--- src/rtl/sa_tx_pkg.sv ---
package sa_tx_pkg;
  localparam int SA_NUM_DEF   = 5;
  localparam int SA_W_DEF     = 8;
  localparam int SA_FIRST     = 4;

  // frame number -> bit index inside a spare-bit register (odd frames only)
  function automatic int unsigned frame_to_bit(input int unsigned frame);
    return frame >> 1;
  endfunction

  // timeslot-0 bit position -> register index; returns SA_NUM_DEF when out of range
  function automatic int unsigned pos_to_reg(input int unsigned pos);
    if (pos < SA_FIRST || pos >= SA_FIRST + SA_NUM_DEF) return SA_NUM_DEF;
    return pos - SA_FIRST;
  endfunction
endpackage

--- src/rtl/sa_frame_ctr.sv ---
module sa_frame_ctr #(
  parameter int FRM_W = 4
) (
  input  logic             clk,
  input  logic             rst_n,
  input  logic             strobe,
  output logic [FRM_W-1:0] frame_num,
  output logic             mf_begin
);
  localparam logic [FRM_W-1:0] LAST = '1;

  assign mf_begin = strobe && (frame_num == LAST);

  always_ff @(posedge clk) begin
    if (!rst_n)      frame_num <= LAST;
    else if (strobe) frame_num <= frame_num + 1'b1;
  end
endmodule

--- src/rtl/sa_regfile.sv ---
module sa_regfile #(
  parameter int N     = 5,
  parameter int W     = 8,
  parameter int SEL_W = 3
) (
  input  logic               clk,
  input  logic               rst_n,
  input  logic               wr_en,
  input  logic [SEL_W-1:0]   wr_sel,
  input  logic [W-1:0]       wr_data,
  input  logic               copy,
  output logic [N-1:0][W-1:0] shadow_q
);
  logic [N-1:0][W-1:0] host_q;
  logic [N-1:0][W-1:0] host_nxt;

  for (genvar g = 0; g < N; g++) begin : g_reg
    assign host_nxt[g] = (wr_en && wr_sel == SEL_W'(g)) ? wr_data : host_q[g];

    always_ff @(posedge clk) begin
      if (!rst_n) begin
        host_q[g]   <= '0;
        shadow_q[g] <= '0;
      end else begin
        host_q[g] <= host_nxt[g];
        if (copy) shadow_q[g] <= host_nxt[g];
      end
    end
  end
endmodule

--- src/rtl/sa_irq_flag.sv ---
module sa_irq_flag (
  input  logic clk,
  input  logic rst_n,
  input  logic set,
  input  logic clr,
  output logic flag
);
  always_ff @(posedge clk) begin
    if (!rst_n)   flag <= 1'b0;
    else if (set) flag <= 1'b1;
    else if (clr) flag <= 1'b0;
  end
endmodule

--- src/rtl/sa_bit_mux.sv ---
module sa_bit_mux #(
  parameter int N     = 5,
  parameter int W     = 8,
  parameter int FRM_W = 4,
  parameter int POS_W = 4
) (
  input  logic [N-1:0][W-1:0] shadow,
  input  logic [FRM_W-1:0]    frame_num,
  input  logic [POS_W-1:0]    sa_pos,
  input  logic                active,
  output logic                sa_bit,
  output logic                sa_valid
);
  import sa_tx_pkg::*;
  localparam int IDX_W = (N > 1) ? $clog2(N) : 1;
  localparam int BIT_W = (W > 1) ? $clog2(W) : 1;

  int unsigned reg_idx;
  int unsigned bit_idx;
  logic        pos_ok;

  always_comb begin
    reg_idx  = pos_to_reg(int'(sa_pos));
    bit_idx  = frame_to_bit(int'(frame_num));
    pos_ok   = reg_idx < N;
    sa_valid = active && pos_ok && frame_num[0];
    sa_bit   = 1'b0;
    if (sa_valid) sa_bit = shadow[reg_idx[IDX_W-1:0]][bit_idx[BIT_W-1:0]];
  end
endmodule

--- src/rtl/sa_tx_buffer.sv ---
module sa_tx_buffer #(
  parameter int SA_NUM = sa_tx_pkg::SA_NUM_DEF,
  parameter int SA_W   = sa_tx_pkg::SA_W_DEF,
  parameter int POS_W  = 4
) (
  input  logic                      clk,
  input  logic                      rst_n,
  input  logic                      wr_en,
  input  logic [$clog2(SA_NUM)-1:0] wr_sel,
  input  logic [SA_W-1:0]           wr_data,
  input  logic                      irq_clr,
  input  logic                      xfs_en,
  input  logic                      sa_access_en,
  input  logic                      ts0_transp,
  input  logic                      frame_strobe,
  input  logic [POS_W-1:0]          sa_pos,
  output logic [$clog2(2*SA_W)-1:0] frame_num,
  output logic                      sa_bit,
  output logic                      sa_valid,
  output logic                      irq
);
  localparam int SEL_W = $clog2(SA_NUM);
  localparam int FRM_W = $clog2(2 * SA_W);

  logic                           mfb_evt;
  logic                           sa_enabled;
  logic [SA_NUM-1:0][SA_W-1:0]    shadow;
  logic [SA_NUM*SA_W-1:0]         shadow_flat;

  assign sa_enabled  = xfs_en && sa_access_en;
  assign shadow_flat = shadow;

  sa_frame_ctr #(.FRM_W(FRM_W)) u_ctr (
    .clk(clk), .rst_n(rst_n), .strobe(frame_strobe),
    .frame_num(frame_num), .mf_begin(mfb_evt)
  );

  sa_regfile #(.N(SA_NUM), .W(SA_W), .SEL_W(SEL_W)) u_regs (
    .clk(clk), .rst_n(rst_n), .wr_en(wr_en), .wr_sel(wr_sel),
    .wr_data(wr_data), .copy(mfb_evt), .shadow_q(shadow)
  );

  sa_irq_flag u_irq (
    .clk(clk), .rst_n(rst_n), .set(mfb_evt && sa_enabled),
    .clr(irq_clr), .flag(irq)
  );

  sa_bit_mux #(.N(SA_NUM), .W(SA_W), .FRM_W(FRM_W), .POS_W(POS_W)) u_mux (
    .shadow(shadow), .frame_num(frame_num), .sa_pos(sa_pos),
    .active(sa_enabled && !ts0_transp), .sa_bit(sa_bit), .sa_valid(sa_valid)
  );
endmodule

--- config.mk ---
export PLATFORM = sky130hd
export DESIGN_NAME = sa_tx_buffer
export DESIGN_NICKNAME = d
export VERILOG_FILES = /design/src/rtl/sa_tx_pkg.sv /design/src/rtl/sa_frame_ctr.sv /design/src/rtl/sa_regfile.sv /design/src/rtl/sa_irq_flag.sv /design/src/rtl/sa_bit_mux.sv /design/src/rtl/sa_tx_buffer.sv
export SDC_FILE = /design/constraint.sdc
export NUM_CORES = 1
export LEC_CHECK = 0
export BUFFER_PORTS_ARGS = -buffer_cell sky130_fd_sc_hd__buf_2
export CAP_MARGIN = 25
export CELL_PAD_IN_SITES_DETAIL_PLACEMENT = 0
export CELL_PAD_IN_SITES_GLOBAL_PLACEMENT = 1
export CORE_MARGIN = 4
export CORE_UTILIZATION = 50
export CTS_CLUSTER_DIAMETER = 80
export DETAILED_ROUTE_END_ITERATION = 6
export PLACE_DENSITY = 0.85
export SLEW_MARGIN = 0
export SYNTH_ARGS = -nofsm -noshare
export SYNTH_HDL_FRONTEND = slang
export SYNTH_SLANG_ARGS = --single-unit
export TNS_END_PERCENT = 50
--- constraint.sdc ---
create_clock -name clk -period 5.2 [get_ports clk]
set_clock_uncertainty 0.05 [all_clocks]
set_input_delay 0.26 -clock clk [delete_from_list [all_inputs] [get_ports clk]]
set_output_delay 0.26 -clock clk [all_outputs]
set_load 0.005 [all_outputs]
# Word-level counts from Yosys, hierarchy flattened
# Index checks and enable logic that the tools add are counted.
# totals
reg_bits	85
inputBits	23
out_inout_bits	7
elab_cells	54
# op_classes
add_sub_neg	2
magnitude_cmp	5
n_eq_ne	5
mux	15
n_reduce_logical	15
# op_table
cell	count
2-to-1 mux 8 bit	6
< comparator 32 x 3 -> 1 bit, second input constant	1
2-to-1 mux 32 bit	1
binary-select mux 8 bit (select 3 bit)	1
logical AND 1 bit	11
< comparator 3 x 4 -> 1 bit, second input constant	2
== test 3 x 2 -> 1 bit, second input constant	2
2-to-1 mux 1 bit	5
subtractor 4 x 3 -> 5 bit, second input constant	1
adder 4 x 1 -> 4 bit, second input constant	1
== test 4 bit, second input constant	1
>= comparator 4 bit, second input constant	1
< comparator 4 x 3 -> 1 bit, second input constant	1
binary-select mux 1 bit (select 3 bit)	1
== test 3 x 1 -> 1 bit, second input constant	1
== test 3 bit, second input constant	1
zero test 3 bit	1
2-to-1 mux 3 bit	1
nonzero test 2 bit	1
zero test 1 bit	1
logical OR 1 bit	1

# Depth between registers and ports, before layout
# Gate-level depths: netlist of the first run.
# depth
ltp_word	9
ltp_mapped	8
depth_no_buf	7

# Modules after synthesis
# From an unflattened synthesis of the first run, not the netlist that was laid out.
# unflattened
hier_cells	343
hier_area_um2	3621.0
# by_module_without_submodules
mod	n_inst	cells_each	area_per_inst_um2	seq_area_each_um2
sa_regfile	1	267	2827.7	1601.5
sa_bit_mux	1	54	551.8	0.0
sa_frame_ctr	1	17	185.2	80.1
sa_irq_flag	1	3	41.3	20.0
sa_tx_buffer	1	2	15.0	0.0

# Least setup slack after synthesis of the first run
# No wires, ideal clock.
# synth_path
path_kind	input -> output
from	input port sa_pos[2]
to	output port sa_bit
t_arrival_ns	2.209
required_ns	4.890
slack_ns	2.681
cell_stages	7
path_buffers	0
cell_sequence	inv_1 ha_1 nor4b_4 mux4_1 mux2_1 nor4_2 nor3_2
# synth_via
elab_chain_len	9
# synth_lines
item	line_no	text
start: declaration	sa_tx_buffer.sv:16	input logic [POS_W-1:0] sa_pos,
< comparator 4 x 3 -> 1 bit / >= comparator 4 bit (equally long branches)	sa_tx_pkg.sv:13	if (pos < SA_FIRST || pos >= SA_FIRST + SA_NUM_DEF) return SA_NUM_DEF;
logical OR 1 bit	sa_tx_pkg.sv:13	
2-to-1 mux 3 bit / 2-to-1 mux 1 bit (equally long branches)	sa_tx_pkg.sv:13	
2-to-1 mux 32 bit *	sa_tx_pkg.sv:14	return pos - SA_FIRST;
parallel branches: the longest is 4 deep, another holds < comparator 32 x 3 -> 1 bit	--	
2-to-1 mux 1 bit *	sa_bit_mux.sv:28	if (sa_valid) sa_bit = shadow[reg_idx[IDX_W-1:0]][bit_idx[BIT_W-1:0]];
end: declaration	sa_tx_buffer.sv:18	output logic sa_bit,
# Every way passes the cells marked *. The select of a mux whose other input is x is not followed.

# Final worst setup path of the first run
# Same ends and word-level chain as after synthesis.

==> flow_summary_export.csv, run 1 <==
group,metric,value,unit
run_status,status,"finished, final reports clean",
floorplan,rows,31,
worst_hold_path,min_path_type,"in2reg",
place,dp.cells,465,
pwr,pwr-share-clk,40.5,%
place,place_ws,2.20,ns
sta,finalSetupViolations,0,
yosys,synth_edf_count,0,
floorplan,die_area,8950,sq um
detailed_routing,vias,2615,
detailed_routing,routedWlPerCell,16.0,microns
worst_setup_path,r2r_start,"u_ctr.frame_num[1]$_SDFFE_PN1P_",
detailed_routing,viasPerCell,5.44,
floorplan,die_h,94.6,microns
global_route,grt_max_degree,86,
cts,clock_latency,0.35,ns
cts,cts_hold_buf,0,
global_route,grt_pass1_vias,2476,
sta,tns,0,ns
yosys,synth_cell_type_count,45,
sta,fin_crit_sh,57.3,%
sta,grt_setup_unrepaired,"false",
detailed_routing,antenna_left,0,
yosys,synth_seq_cells,85,
worst_setup_path,cp_slowest_cell,"nor4b_4",
worst_setup_path,max_stage_delay,0.61,ns
cts,cts_buffers,9,
yosys,synth_area,3750,sq um
finish,n_fill_cell,674,
worst_hold_path,min_from,"sa_access_en",
finish,stdcell_area,4260,sq um
yosys,dominantRegCellSynth,"dfxtp_1",
detailed_routing,routed_wl,7700,microns
floorplan,die_w,94.6,microns
sta,slew_headroom,42.0,%
pwr,internal_power,1180,uW
cts,htree_levels,3,
worst_setup_path,crit_path_end_kind,"output pin",
cts,post_cts_buffers,0,
sta,fmax,335,MHz
worst_setup_path,r2r_slack,2.67,ns
floorplan,pin_count,30,
cts,cts.sinks,85,
sta,worst_pin_slew,0.866,ns
yosys,synthCells,358,
place,place_area,3980,sq um
finish,layout.cells.non_filler,481,
sta,setup_slack,2.22,ns
yosys,async_reset_ff_share,0,%
worst_setup_path,crit_type,"in2out",
finish,syn2layout_area_growth,13.5,%
pwr,power_leakage,0.00203,uW
pwr,power.total,1550,uW
sta,hold_violations,0,
cts,clockBufferDepth,2,
cts,clk_pin_slew,0.08,ns
yosys,syn_area_per_cell,10.5,sq um
cts,cts_resized,0,
pwr,power.switching,369,uW
worst_setup_path,worst-path-buf-inv,3,
worst_setup_path,crit_fanout,9,
place,gp_congestion,0.859,
pwr,power_frac_comb,12.3,%
place,dp_hpwl,5210,microns
pwr,ir_drop,0.208,mV
finish,layout.nets,406,
pwr,power.density,364,nW/um^2
finish,drive_gt1_share,16.5,%
worst_setup_path,start_kind,"input port",
yosys,ys_seq_area_share,45.3,%
yosys,syn_nets,387,
worst_setup_path,worstPathArrival,2.67,ns
sta,fin_crit,2.98,ns
global_route,grt_usage,18.3,%
worst_setup_path,critPathRequiredTime,4.89,ns
cts,cts-root-buf,"clkbuf_8",
pwr,seqPwrFrac,47.2,%
cts,cts_tree,"yes",
detailed_routing,dr.pass1.iters,4,
detailed_routing,drt_iter0_markers,121,
global_route,grt_overflow,0,
sta,finalMaxSlewViolations,0,
worst_setup_path,crit_top_cell,"buf_2",
global_route,antenna_found_initial,0,
finish,antenna_cells,0,
detailed_routing,drc,0,
job,drv_cap,0,
worst_setup_path,cp_cell_sequence,"buf_2, inv_1, ha_1, nor4b_4, mux4_1, mux2_1, nor4_2, nor3_2, buf_2",
floorplan,core_area,7290,sq um
yosys,yosysWarnings,0,
floorplan,initial_core_util,51.5,%
global_route,grt_pass1_wl,12700,microns
worst_setup_path,startpoint,"sa_pos[2]",
pwr,swShare,23.8,%
worst_setup_path,path_delay_family,"multiplexers",
place,numPortBuffers,29,
[per-layer routing]
| layer | share of wire (%) | global-route usage (%) | up-vias |
|---|---|---|---|
| li1 | - | - | 1323 |
| met1 | 49 | 25.1 | 1259 |
| met2 | 47 | 28.7 | 21 |
| met3 | 2.0 | 3.11 | 12 |
| met4 | 2.0 | 7.45 | 0 |
| met5 | 0 | 0 | - |
[registers in the layout (all words and copies together) (netlist names)]
register         count
u_regs.shadow_q     40
u_regs.host_q       40
u_ctr.frame_num      4
u_irq.flag           1
[through the flow]
step	hold WS, ns	util [%]
finish	0.162	58.4
global route	0.168	58.4
CTS	0.151	58.4
detailed placement	0.432	54.6
global placement	0.425	54.6
floorplan	0.336	-
[worst register-to-register path: cells and delay by family (launching register included)]
kind / cells / cell delay, ns
simple gates: 2 / 0.90
fa+ha+maj: 1 / 0.27
flops: 1 / 0.57
compound gates: 1 / 0.14
buf+inv: 1 / 0.50
[power by group through the flow]
stage / combinational, uW / sequential [uW] / clock (uW)
2_1_floorplan: 146 / 732 / 0
3_3_place_gp: 189 / 746 / 0
3_5_place_dp: 193 / 748 / 0
4_1_cts: 194 / 733 / 638
5_1_grt: 216 / 738 / 665
6_report: 192 / 733 / 628
[path summary, 6_finish.rpt]
path | endpoint | depth (start not counted)
worst min register to register | u_regs.shadow_q[38]$_SDFFE_PN0P_ | 1
worst max-delay path | sa_bit | 9
worst min-delay path | u_irq.flag$_SDFFE_PN0P_ | 3
worst max register to register | u_regs.shadow_q[16]$_SDFFE_PN0P_ | 5
[cells in the final DEF, fill, tap and decap left out, types with 2 or more instances in the layout]
| cell type | Yosys | layout |
|---|---|---|
| nor3_2 | 2 | 2 |
| nor3_1 | 2 | 2 |
| nor4bb_2 | 0 | 2 |
| nand2_1 | 51 | 51 |
| inv_1 | 6 | 6 |
| dfxtp_1 | 85 | 85 |
| mux4_2 | 2 | 2 |
| nor2_1 | 4 | 4 |
| mux4_1 | 3 | 3 |
| nor2b_1 | 42 | 42 |
| o2111ai_1 | 2 | 2 |
| o21ai_0 | 3 | 3 |
| nand4b_1 | 3 | 3 |
| a21o_1 | 2 | 2 |
| a21oi_1 | 3 | 3 |
| o211a_1 | 40 | 40 |
| nand4_1 | 2 | 2 |
| buf_4 | 0 | 5 |
| buf_2 | 2 | 29 |
| nand3_1 | 5 | 5 |
| mux2i_1 | 43 | 43 |
| bufinv_16 | 0 | 4 |
| ha_1 | 6 | 6 |
| clkbuf_8 | 0 | 11 |
| or4b_1 | 2 | 2 |
[logic make-up after synthesis]
group                      count (synthesis)  share of synthesized area, %
buffers and inverters                     32                          3.27
AOI/OAI and AO/OA                         61                          15.5
adders and majority gates                  6                          2.00
muxes                                     50                          15.4
xor gates and xnor gates                   2                         0.467
DFF                                       85                          45.3
and+or+nand+nor                          122                          18.0
[cells in the mapped netlist (3+ instances only)]
library cell  number  area share (%)
dfxtp_1           85              45
nand2_1           51             5.1
mux2i_1           43              11
nor2b_1           42             7.0
o211a_1           40              11
clkbuf_1          24             2.4
ha_1               6             2.0
inv_1              6            0.60
nand3_1            5            0.67
nor2_1             4            0.40
a21oi_1            3            0.40
mux4_1             3             2.1
nand4b_1           3            0.70
o21ai_0            3            0.40
[final cells by class]
class,count,area [sq um],share of cell area [%]
tap,99,124,2.91
inverter,6,22.5,0.529
clock buffer,11,151,3.55
clock inverter,5,129,3.03
multi-input combinational,241,1950,45.7
sequential,85,1700,40.0
timing repair buffer,34,183,4.29
No activity file was read; power rests on OpenSTA's default activity.
==> inputs of run 2 (changes only) <==
--- a/config.mk
+++ b/config.mk
@@ -10,10 +10,10 @@
 export CELL_PAD_IN_SITES_DETAIL_PLACEMENT = 0
 export CELL_PAD_IN_SITES_GLOBAL_PLACEMENT = 1
 export CORE_MARGIN = 4
-export CORE_UTILIZATION = 50
+export CORE_UTILIZATION = 47
 export CTS_CLUSTER_DIAMETER = 80
 export DETAILED_ROUTE_END_ITERATION = 6
-export PLACE_DENSITY = 0.85
+export PLACE_DENSITY = 0.81
 export SLEW_MARGIN = 0
 export SYNTH_ARGS = -nofsm -noshare
 export SYNTH_HDL_FRONTEND = slang
==> constraint.sdc (replaced) <==
create_clock -name clk -period 3 [get_ports clk]
set_clock_uncertainty 0.05 [all_clocks]
set_input_delay 0.15 -clock clk [delete_from_list [all_inputs] [get_ports clk]]
set_output_delay 0.15 -clock clk [all_outputs]
set_load 0.005 [all_outputs]
==> run 2 against run 1 <==
  * Die area up 5.8%
  * Setup slack worse by 1.8 ns
  * Total power up 54%
  * Critical path depth unchanged
  * Sequential power up 73%
  * Non-clock buffer count up 3
  * Global-route usage down 1.8 points
  * Cell area down 1.1%
  * Highest routed layer unchanged
  * Core utilization down 3.9 points
  * Sequential share of layout area up 0.45 points
  * Final cell count up 1.2%
==> flow_summary_export.csv, run 2 (same netlist as run 1, synthesis figures left out) <==
group,metric,value,unit
run_status,status,"finished, final reports clean",
sta,slew_headroom,40.2,%
finish,drive_gt1_share,16.9,%
worst_setup_path,worst-path-buf-inv,3,
cts,cts_hold_buf,0,
place,numPortBuffers,29,
pwr,power.total,2390,uW
detailed_routing,antenna_left,0,
worst_setup_path,worstPathArrival,2.36,ns
worst_hold_path,min_path_type,"in2reg",
job,drv_cap,0,
detailed_routing,drc,0,
pwr,power_leakage,0.00200,uW
sta,finalMaxSlewViolations,0,
floorplan,initial_core_util,48.6,%
worst_setup_path,startpoint,"sa_pos[2]",
cts,cts-root-buf,"clkbuf_8",
pwr,ir_drop,0.331,mV
worst_setup_path,crit_path_end_kind,"output pin",
sta,worst_pin_slew,0.892,ns
sta,fin_crit,2.56,ns
worst_setup_path,cp_cell_sequence,"buf_2, inv_1, ha_1, nor4b_4, mux4_1, mux2_1, nor4_2, nor3_2, buf_2",
floorplan,die_w,97.4,microns
worst_setup_path,crit_type,"in2out",
detailed_routing,viasPerCell,5.39,
detailed_routing,routedWlPerCell,15.8,microns
sta,hold_violations,0,
worst_setup_path,max_stage_delay,0.60,ns
sta,holdWs,0.0458,ns
sta,tns,0,ns
cts,cts_buffers,9,
cts,cts_tree,"yes",
sta,fin_crit_sh,85.3,%
worst_setup_path,path_delay_family,"multiplexers",
global_route,grt_overflow,0,
global_route,grt_max_degree,81,
floorplan,die_area,9480,sq um
sta,finalSetupViolations,0,
worst_setup_path,cp_num_cells,9,
place,dp_hpwl,5210,microns
cts,clk_pin_slew,0.08,ns
finish,antenna_cells,0,
floorplan,rows,32,
place,place_ws,0.434,ns
global_route,grt_pass1_vias,2480,
floorplan,pin_count,30,
worst_setup_path,cp_slowest_cell,"mux4_1",
worst_setup_path,r2r_start,"u_ctr.frame_num[1]$_SDFFE_PN1P_",
detailed_routing,routed_wl,7680,microns
global_route,grt_pass1_wl,12600,microns
sta,fmax,391,MHz
worst_hold_path,min_from,"sa_access_en",
place,gp_congestion,0.852,
worst_setup_path,r2r_slack,1.14,ns
detailed_routing,drt_iter0_markers,94,
worst_setup_path,rr_worst_depth,5,
worst_setup_path,crit_fanout,6,
worst_setup_path,endpoint,"sa_bit",
worst_setup_path,critPathRequiredTime,2.80,ns
floorplan,core_area,7730,sq um
finish,layout_common_cells,"dfxtp_1 (85), nand2_1 (51), mux2i_1 (43)",
sta,grt_setup_unrepaired,"false",
worst_setup_path,crit_top_cell,"buf_2",
cts,cts.sinks,85,
pwr,power.density,568,nW/um^2
cts,clock_latency,0.35,ns
finish,layout.nets,409,
worst_setup_path,start_kind,"input port",
floorplan,die_h,97.4,microns
finish,syn2layout_area_growth,12.2,%
sta,setup_slack,0.442,ns
cts,clockBufferDepth,2,
finish,final_common_cell,"dfxtp_1",
cts,htree_levels,3,
detailed_routing,vias,2627,
global_route,antenna_found_initial,0,
worst_setup_path,rr_endpoint,"u_regs.shadow_q[3]$_SDFFE_PN0P_",
finish,n_fill_cell,712,
finish,reg.largest.list,"u_regs.host_q x40, u_regs.shadow_q x40, u_ctr.frame_num x4",
detailed_routing,dr.pass1.iters,4,
global_route,grt_usage,16.6,%
cts,cts_resized,0,
cts,post_cts_buffers,0,
-- run 2: changes by cell type in the layout (fill, tap and decap cells not counted) --
cell        before  now
buf_12           0    1
buf_4            5    7
bufinv_16        4    0
clkbuf_1         0    1
clkbuf_8        11   12
clkinvlp_4       0    1
inv_6            1    2
-- run 2: worst min-delay path by stage --
stage	to	slack (ns)	cells past startpoint
2_1_floorplan	u_ctr.frame_num[1]$_SDFFE_PN1P_	0.23	2
3_3_place_gp	u_irq.flag$_SDFFE_PN0P_	0.40	3
3_5_place_dp	u_irq.flag$_SDFFE_PN0P_	0.41	3
4_1_cts	u_ctr.frame_num[1]$_SDFFE_PN1P_	0.04	2
5_1_grt	u_ctr.frame_num[1]$_SDFFE_PN1P_	0.04	2
6_report	u_irq.flag$_SDFFE_PN0P_	0.05	3
-- run 2: cell type report --
type | instances | area (sq um) | area share (%)
multi-input cells | 241 | 1950 | 46.3
flip-flops and latches | 85 | 1700 | 40.4
repair buffers | 37 | 218 | 5.17
clock buffers | 13 | 169 | 4.01
well taps | 102 | 128 | 3.03
clock inverters | 3 | 25.0 | 0.594
inverters | 6 | 22.5 | 0.535
-- run 2: metrics by stage --
step           utilization, %  area, sq um  std cells
3_3_place_gp             52.0         4020        471
2_1_floorplan               -         3750        358
3_5_place_dp             52.0         4020        471
5_1_grt                  54.5         4210        487
4_1_cts                  54.5         4210        487
6_report                 54.5         4210        487
-- run 2: worst reg2reg max path: cells and delay by family (launching register included) --
kind / cells / cell delay (ns)
buffers and inverters: 1 / 0.29
adder cells (fa/ha/maj): 1 / 0.26
flip-flops: 1 / 0.55
AO/OA/AOI/OAI: 1 / 0.15
AND/OR/NAND/NOR: 2 / 0.46
-- run 2: per-layer routing --
layer	track usage (%)	routed length, microns
met2	25.8	3590
met3	4.09	227
met1	22.5	3750
met5	0	0
met4	5.54	112
-- run 2: power breakdown --
group	internal (uW)	switching (uW)
registers	1210	57.9
clock network	376	408
logic	160	179
total	1750	645
